<file path="config.mk">
export PLATFORM = sky130hd
export DESIGN_NAME = pirq_ctrl
export DESIGN_NICKNAME = d
export VERILOG_FILES = /design/src/rtl/pirq_pkg.sv /design/src/rtl/pirq_flags.sv /design/src/rtl/pirq_select.sv /design/src/rtl/pirq_seq.sv /design/src/rtl/pirq_ctrl.sv
export SDC_FILE = /design/constraint.sdc
export NUM_CORES = 1
export LEC_CHECK = 0
export BUFFER_PORTS_ARGS = -buffer_cell sky130_fd_sc_hd__buf_2
export CAP_MARGIN = 20
export CORE_MARGIN = 4
export CORE_UTILIZATION = 33
export CTS_CLUSTER_DIAMETER = 30
export DETAILED_ROUTE_END_ITERATION = 12
export GPL_ROUTABILITY_DRIVEN = 0
export GPL_TIMING_DRIVEN = 0
export MAX_ROUTING_LAYER = met4
export PLACE_DENSITY_LB_ADDON = 0.15
export SKIP_LAST_GASP = 1
export SLEW_MARGIN = 20
export SYNTH_ARGS = -nofsm -noshare
export SYNTH_HDL_FRONTEND = slang
export SYNTH_SLANG_ARGS = --single-unit
</file>
<file path="constraint.sdc">
create_clock -name clk -period 2.5 [get_ports clk]
set_clock_uncertainty 0.1 [all_clocks]
set_input_delay 0.125 -clock clk [delete_from_list [all_inputs] [get_ports clk]]
set_output_delay 0.125 -clock clk [all_outputs]
set_load 0.01 [all_outputs]
</file>
<file path="src/rtl/pirq_pkg.sv">
package pirq_pkg;
  localparam int DATA_W   = 32;
  localparam int ADDR_W   = 3;
  localparam int NUM_W    = 5;
  localparam int VEC_LSB  = 5;
  localparam int BASE_LSB = VEC_LSB + NUM_W;
  localparam int NMI_NUM  = 1;

  typedef enum logic [ADDR_W-1:0] {
    A_FLAG   = 3'd0,
    A_ENABLE = 3'd1,
    A_CLEAR  = 3'd2,
    A_SET    = 3'd3,
    A_VECTOR = 3'd4,
    A_CTRL   = 3'd5,
    A_RPTR   = 3'd6,
    A_NRPTR  = 3'd7
  } reg_addr_e;
endpackage

</file>
<file path="src/rtl/pirq_flags.sv">
// Edge capture and flag storage for the maskable lines and the NMI line.
module pirq_flags #(
  parameter int NUM_LINES = 12
) (
  input  logic                 clk,
  input  logic                 rst_n,
  input  logic [NUM_LINES-1:0] line_in,
  input  logic                 nmi_in,
  input  logic                 clr_we,
  input  logic                 set_we,
  input  logic [NUM_LINES-1:0] wbits,
  input  logic [NUM_LINES-1:0] take_hit,
  input  logic                 take_nmi,
  output logic [NUM_LINES-1:0] mflag,
  output logic                 nmi_flag
);
  logic [NUM_LINES-1:0] line_d, rise, clr_v, set_v, mflag_nxt;
  logic                 nmi_d, nmi_nxt;

  always_comb begin
    rise      = line_in & ~line_d;
    clr_v     = clr_we ? wbits : '0;
    set_v     = set_we ? wbits : '0;
    // new edges and set writes override any clearing source
    mflag_nxt = (mflag & ~clr_v & ~take_hit) | rise | set_v;
    nmi_nxt   = (nmi_flag & ~take_nmi) | (nmi_in & ~nmi_d);
  end

  always_ff @(posedge clk or negedge rst_n) begin
    if (!rst_n) begin
      line_d   <= '0;
      nmi_d    <= 1'b0;
      mflag    <= '0;
      nmi_flag <= 1'b0;
    end else begin
      line_d   <= line_in;
      nmi_d    <= nmi_in;
      mflag    <= mflag_nxt;
      nmi_flag <= nmi_nxt;
    end
  end
endmodule

</file>
<file path="src/rtl/pirq_select.sv">
// Lowest-number-wins selection over the enabled maskable flags.
module pirq_select
  import pirq_pkg::*;
#(
  parameter int NUM_LINES = 12,
  parameter int FIRST     = 4
) (
  input  logic [NUM_LINES-1:0] mflag,
  input  logic [NUM_LINES-1:0] enable,
  output logic                 m_any,
  output logic [NUM_LINES-1:0] m_hit,
  output logic [NUM_W-1:0]     m_num
);
  logic [NUM_LINES-1:0] pend;

  for (genvar g = 0; g < NUM_LINES; g++) begin : g_pend
    assign pend[g] = mflag[g] & enable[g];
  end

  always_comb begin
    m_any = 1'b0;
    m_hit = '0;
    m_num = '0;
    for (int i = NUM_LINES - 1; i >= 0; i--) begin
      if (pend[i]) begin
        m_any    = 1'b1;
        m_hit    = '0;
        m_hit[i] = 1'b1;
        m_num    = NUM_W'(FIRST + i);
      end
    end
  end
endmodule

</file>
<file path="src/rtl/pirq_seq.sv">
// Entry/return state: global enable, saved copies, NMI arming, return pointers.
module pirq_seq #(
  parameter int DATA_W = 32
) (
  input  logic              clk,
  input  logic              rst_n,
  input  logic              take_m,
  input  logic              take_n,
  input  logic [DATA_W-1:0] take_pc,
  input  logic              ret_mask,
  input  logic              ret_nmi,
  input  logic              ctrl_we,
  input  logic              ctrl_gen_w,
  input  logic              ctrl_pgen_w,
  input  logic              rptr_we,
  input  logic              nrptr_we,
  input  logic [DATA_W-1:0] wdata,
  output logic              gen,
  output logic              pgen,
  output logic              npgen,
  output logic              armed,
  output logic [DATA_W-1:0] rptr,
  output logic [DATA_W-1:0] nrptr
);
  logic              gen_n, pgen_n, npgen_n, armed_n;
  logic [DATA_W-1:0] rptr_n, nrptr_n;

  // precedence: take over return over software write
  always_comb begin
    gen_n   = gen;
    pgen_n  = pgen;
    npgen_n = npgen;
    armed_n = armed;
    rptr_n  = rptr;
    nrptr_n = nrptr;
    if (ctrl_we) begin
      gen_n  = ctrl_gen_w;
      pgen_n = ctrl_pgen_w;
    end
    if (rptr_we)  rptr_n  = wdata;
    if (nrptr_we) nrptr_n = wdata;
    if (ret_nmi) begin
      armed_n = 1'b1;
      gen_n   = npgen;
    end else if (ret_mask) begin
      gen_n = pgen;
    end
    if (take_m) begin
      gen_n  = 1'b0;
      pgen_n = gen;
      rptr_n = take_pc;
    end
    if (take_n) begin
      gen_n   = 1'b0;
      npgen_n = gen;
      armed_n = 1'b0;
      nrptr_n = take_pc;
    end
  end

  always_ff @(posedge clk or negedge rst_n) begin
    if (!rst_n) begin
      gen   <= 1'b0;
      pgen  <= 1'b0;
      npgen <= 1'b0;
      armed <= 1'b1;
      rptr  <= '0;
      nrptr <= '0;
    end else begin
      gen   <= gen_n;
      pgen  <= pgen_n;
      npgen <= npgen_n;
      armed <= armed_n;
      rptr  <= rptr_n;
      nrptr <= nrptr_n;
    end
  end
endmodule

</file>
<file path="src/rtl/pirq_ctrl.sv">
module pirq_ctrl
  import pirq_pkg::*;
#(
  parameter int NUM_LINES = 12,
  parameter int FIRST     = 4
) (
  input  logic                 clk,
  input  logic                 rst_n,
  input  logic [NUM_LINES-1:0] irq_in,
  input  logic                 nmi_in,
  input  logic                 reg_we,
  input  logic [ADDR_W-1:0]    reg_addr,
  input  logic [DATA_W-1:0]    reg_wdata,
  output logic [DATA_W-1:0]    reg_rdata,
  input  logic                 take_en,
  input  logic [DATA_W-1:0]    take_pc,
  input  logic                 ret_mask,
  input  logic                 ret_nmi,
  output logic                 irq_req,
  output logic [NUM_W-1:0]     irq_num,
  output logic [DATA_W-1:0]    irq_vector
);
  localparam int LAST   = FIRST + NUM_LINES - 1;
  localparam int BASE_W = DATA_W - BASE_LSB;

  reg_addr_e            addr;
  logic                 we_en, we_clr, we_set, we_vec, we_ctrl, we_rp, we_nrp;
  logic [NUM_LINES-1:0] wbits, en_q, en_n, mflag, m_hit, take_hit;
  logic [BASE_W-1:0]    base_q, base_n;
  logic                 nmi_flag, m_any, take_ok, take_m, take_n;
  logic                 gen, pgen, npgen, armed;
  logic [NUM_W-1:0]     m_num, hp_num;
  logic [DATA_W-1:0]    rptr, nrptr, rd_flag, rd_en;

  // ---------------- register write decode ----------------
  always_comb begin
    addr    = reg_addr_e'(reg_addr);
    wbits   = reg_wdata[LAST:FIRST];
    we_en   = reg_we && (addr == A_ENABLE);
    we_clr  = reg_we && (addr == A_CLEAR);
    we_set  = reg_we && (addr == A_SET);
    we_vec  = reg_we && (addr == A_VECTOR);
    we_ctrl = reg_we && (addr == A_CTRL);
    we_rp   = reg_we && (addr == A_RPTR);
    we_nrp  = reg_we && (addr == A_NRPTR);
    en_n    = we_en  ? wbits : en_q;
    base_n  = we_vec ? reg_wdata[DATA_W-1:BASE_LSB] : base_q;
  end

  always_ff @(posedge clk or negedge rst_n) begin
    if (!rst_n) begin
      en_q   <= '0;
      base_q <= '0;
    end else begin
      en_q   <= en_n;
      base_q <= base_n;
    end
  end

  // ---------------- flags, selection, sequencing ----------------
  pirq_flags #(.NUM_LINES(NUM_LINES)) u_flags (
    .clk      (clk),
    .rst_n    (rst_n),
    .line_in  (irq_in),
    .nmi_in   (nmi_in),
    .clr_we   (we_clr),
    .set_we   (we_set),
    .wbits    (wbits),
    .take_hit (take_hit),
    .take_nmi (take_n),
    .mflag    (mflag),
    .nmi_flag (nmi_flag)
  );

  pirq_select #(.NUM_LINES(NUM_LINES), .FIRST(FIRST)) u_sel (
    .mflag  (mflag),
    .enable (en_q),
    .m_any  (m_any),
    .m_hit  (m_hit),
    .m_num  (m_num)
  );

  always_comb begin
    hp_num     = nmi_flag ? NUM_W'(NMI_NUM) : m_num;
    irq_req    = armed && (nmi_flag || (gen && m_any));
    irq_num    = irq_req ? hp_num : '0;
    irq_vector = {base_q, irq_num, {VEC_LSB{1'b0}}};
    take_ok    = take_en && irq_req;
    take_n     = take_ok && nmi_flag;
    take_m     = take_ok && !nmi_flag;
    take_hit   = take_m ? m_hit : '0;
  end

  pirq_seq #(.DATA_W(DATA_W)) u_seq (
    .clk         (clk),
    .rst_n       (rst_n),
    .take_m      (take_m),
    .take_n      (take_n),
    .take_pc     (take_pc),
    .ret_mask    (ret_mask),
    .ret_nmi     (ret_nmi),
    .ctrl_we     (we_ctrl),
    .ctrl_gen_w  (reg_wdata[0]),
    .ctrl_pgen_w (reg_wdata[1]),
    .rptr_we     (we_rp),
    .nrptr_we    (we_nrp),
    .wdata       (reg_wdata),
    .gen         (gen),
    .pgen        (pgen),
    .npgen       (npgen),
    .armed       (armed),
    .rptr        (rptr),
    .nrptr       (nrptr)
  );

  // ---------------- read mux ----------------
  always_comb begin
    rd_flag              = '0;
    rd_flag[LAST:FIRST]  = mflag;
    rd_flag[NMI_NUM]     = nmi_flag;
    rd_en                = '0;
    rd_en[LAST:FIRST]    = en_q;
    rd_en[NMI_NUM]       = 1'b1;
    case (addr)
      A_FLAG:   reg_rdata = rd_flag;
      A_ENABLE: reg_rdata = rd_en;
      A_VECTOR: reg_rdata = {base_q, hp_num, {VEC_LSB{1'b0}}};
      A_CTRL:   reg_rdata = {{(DATA_W-4){1'b0}}, armed, npgen, pgen, gen};
      A_RPTR:   reg_rdata = rptr;
      A_NRPTR:  reg_rdata = nrptr;
      default:  reg_rdata = '0;
    endcase
  end
endmodule

</file>
==> impl_metrics.tcl <==
set metrics [dict create \
    p_per_area_nw_per_um2 875 \
    wl_um 23500 \
    post-route-period-util 0.989 \
    initial_core_util 0.335 \
    hold_path.class "in -> async" \
    fp.coreArea_um2 21000 \
    numCtsBuffers 17 \
    synth_cell_types 52 \
    pwr-share-comb 0.298 \
    crit_chain "a22oi_1 > nand2_1 > o21a_1 > o32ai_1 > buf_2" \
    slew_violations 0 \
    vias 6112 \
    path_delay_family "compound AO/OA/AOI/OAI gates" \
    dp_hpwl_um 16700 \
    power_leakage_nw 4.61 \
    worstSetupEndpointType "output pin" \
    drt_iter0_drc 339 \
    sw_frac_of_total 0.305 \
    p_total_mw 8.47 \
    drtAntennaViolNets 0 \
    htree_levels 4 \
    clockBufferDepth 2 \
    antenna_found_initial 0 \
    grt_max_degree 97 \
    max_cap_violations 0 \
    fillers 2013 \
    die-area_um2 23700 \
    yosys_warnings 0 \
    power_switching_mw 2.59 \
    critical-path-slowest-cell "dfrtp_1" \
    critPathMaxStageDelay_ns 0.43 \
    hold_ws_ns 0.0485 \
    critPathBufInv 1 \
    hold_viol_final 0 \
    fp.dieH_um 154 \
    first_pass_iters 5 \
    max-slew-margin-rel 0.369 \
    portBuffers 146 \
    pre_cts_slack_ns 0.0329 \
    nNetsFinal 981 \
    utilization 0.462 \
    period_needed_ns 2.47 \
    areaGrowthSynthToFinish_pct 37.8 \
    clk_pin_slew_ns 0.06 \
    overflow 0 \
    cts_tree "yes" \
    drive_above_1_share 0.373 \
    num_rows 53 \
    netlist_area_um2 7020 \
    grt_first_pass_wirelength_um 36500 \
    die_w_um 154 \
    avgRoutedWirePerCell_um 19.9 \
    worst_slack_ns 0.0267 \
    cts_root_buffer "clkbuf_16" \
    power.share.sequential 0.367 \
    crit_fanout 6 \
    worst_ep_arrival_time_ns 2.25 \
    yosysSeqAreaShare 0.456 \
    ir_drop_mv 0.436 \
    ys_seq_elements 128 \
    max_freq_mhz 404 \
    clock_latency_ns 0.43 \
    rsz0062_at_grt "yes" \
    synthesis.instances 640 \
    intPower_mw 5.88 \
    routed_via_density 5.17 \
    critPathKind "reg -> out" \
    grt_pass1_vias 6420 \
    drc 0 \
    worstPathRequired_ns 2.28 \
    tightest_slew_ns 0.934 \
    n_antenna_cell 0 \
    finalSetupViolCount 0 \
    postSynthAreaPerCell_um2 11.0 \
    cts_sinks 128 \
    io_pins 156 \
    grt_usage 0.203 \
    tns_ns 0 \
    status "completed" \
    clockPowerShare 0.335 \
    startpoint_type "register" \
]
## worst paths after layout
path / cells past startpoint / slack (ns) / start / end
worst max-delay path: 5 / 0.03 / en_q[5] / reg_rdata[7]
worst min-delay path: 2 / 0.05 / rst_n / u_flags.line_d[9]
worst max register to register: 7 / 0.04 / en_q[5] / u_seq.rptr[27]
worst min register to register: 1 / 0.31 / u_flags.nmi_d / u_flags.nmi_flag
max in group asynchronous: 3 / 1.46 / rst_n / u_seq.armed
min in group clk: 4 / 0.09 / reg_addr[2] / u_seq.pgen
## cells in the final DEF, fill, tap and decap left out, drive strengths merged, types with 6 or more instances in the layout
master,instances
buf,180
dfrtp,127
mux2,116
nand2,82
dlygate4sd3,81
mux2i,47
o21ai,45
clkbuf,37
nor2,32
a22oi,27
a21oi,22
nor2b,12
inv,11
a221oi,9
conb,7
a22o,7
o22ai,6
clkinv,6
## layout make-up
type,count,area (um^2),share of cell area
Sequential cell,128,3200,0.331
Buffer,51,307,0.0317
Clock buffer,17,425,0.0440
Tap cell,275,344,0.0356
Timing Repair Buffer,230,1590,0.165
Clock inverter,15,233,0.0241
Inverter,8,30.0,0.00310
Multi-Input combinational cell,459,3540,0.366
## per-stage QoR
step,cell area [um^2],std cells
floorplan,7040,646
global placement,8120,1067
detailed placement,8160,1068
CTS,9650,1182
global route,9680,1183
finish,9680,1183
## power by group through the flow
stage / combinational (mW) / clock, mW / sequential [mW]
after floorplan: 1.66 / 0 / 3.04
after global routing: 2.74 / 2.97 / 3.18
final: 2.52 / 2.84 / 3.11
after CTS: 2.52 / 2.86 / 3.10
after global placement: 2.32 / 0 / 3.09
after detailed placement: 2.39 / 0 / 3.13
## Yosys cell counts (all sizes together)
library cell | n | area, um^2
dfrtp | 127 | 3180
mux2 | 116 | 1420
nand2 | 82 | 308
mux2i | 47 | 470
o21ai | 45 | 225
nor2 | 32 | 120
buf | 31 | 230
a22oi | 27 | 203
a21oi | 22 | 110
clkbuf | 20 | 75.1
nor2b | 12 | 75.1
a221oi | 9 | 78.8
a22o | 7 | 71.3
inv | 7 | 26.3
o22ai | 6 | 37.5
nor3 | 5 | 25.0
o221ai | 4 | 35.0
nand4 | 3 | 18.8
nor4 | 3 | 18.8
nor4b | 3 | 41.3
o311ai | 3 | 26.3
a31o | 2 | 17.5
a31oi | 2 | 12.5
and3 | 2 | 12.5
and4b | 2 | 20.0
nand3 | 2 | 10.0
or2 | 2 | 12.5
a2111oi | 1 | 8.76
a21bo | 1 | 10.0
a21boi | 1 | 7.51
a221o | 1 | 10.0
a32oi | 1 | 8.76
and2 | 1 | 6.26
clkinv | 1 | 3.75
conb | 1 | 3.75
dfstp | 1 | 26.3
nand3b | 1 | 7.51
nor3b | 1 | 7.51
nor4bb | 1 | 10.0
o211ai | 1 | 7.51
o21a | 1 | 7.51
o21bai | 1 | 7.51
o32ai | 1 | 8.76
or3 | 1 | 6.26
## logic make-up after synthesis
group,after synthesis,synth area share
compound gates,136,0.127
buf+inv,59,0.0478
flops,128,0.456
mux,163,0.269
other cells,1,0.000534
simple gates,153,0.0996
## worst register-to-register path: cells and delay by family (launching register included)
family | cells | cell delay, ns
multiplexers | 1 | 0.32
AO/OA/AOI/OAI | 2 | 0.49
AND/OR/NAND/NOR | 1 | 0.43
flip-flops | 1 | 0.43
buffers and inverters | 3 | 0.58
## timing repair
| action | in CTS | in global routing |
|---|---|---|
| endpoints found under the hold margin | 254 | 0 |
| setup buffers | 1 | 1 |
| hold buffers | 81 | 0 |
| resized for setup | 4 | 5 |
| setup endpoints to repair | 3 | 25 |
| pin swaps | 1 | 1 |
| gates cloned | 0 | 0 |
## routing by layer
| layer | routed length [um] | up-vias | global-route usage |
|---|---|---|---|
| li1 | - | 2831 | - |
| met1 | 10900 | 3103 | 0.263 |
| met2 | 11400 | 145 | 0.325 |
| met3 | 737 | 33 | 0.0324 |
| met4 | 452 | 0 | 0.0681 |
| met5 | 0 | - | - |
## state kept, by name, summed over array words and instances (netlist names)
signal            count
u_seq.rptr           32
u_flags.nmi_flag      1
base_q               22
u_seq.nrptr          32
u_seq.npgen           1
u_flags.line_d       12
u_flags.mflag        12
u_seq.armed           1
u_flags.nmi_d         1
en_q                 12
u_seq.pgen            1
u_seq.gen             1
Power figures use the tool's default switching activity.
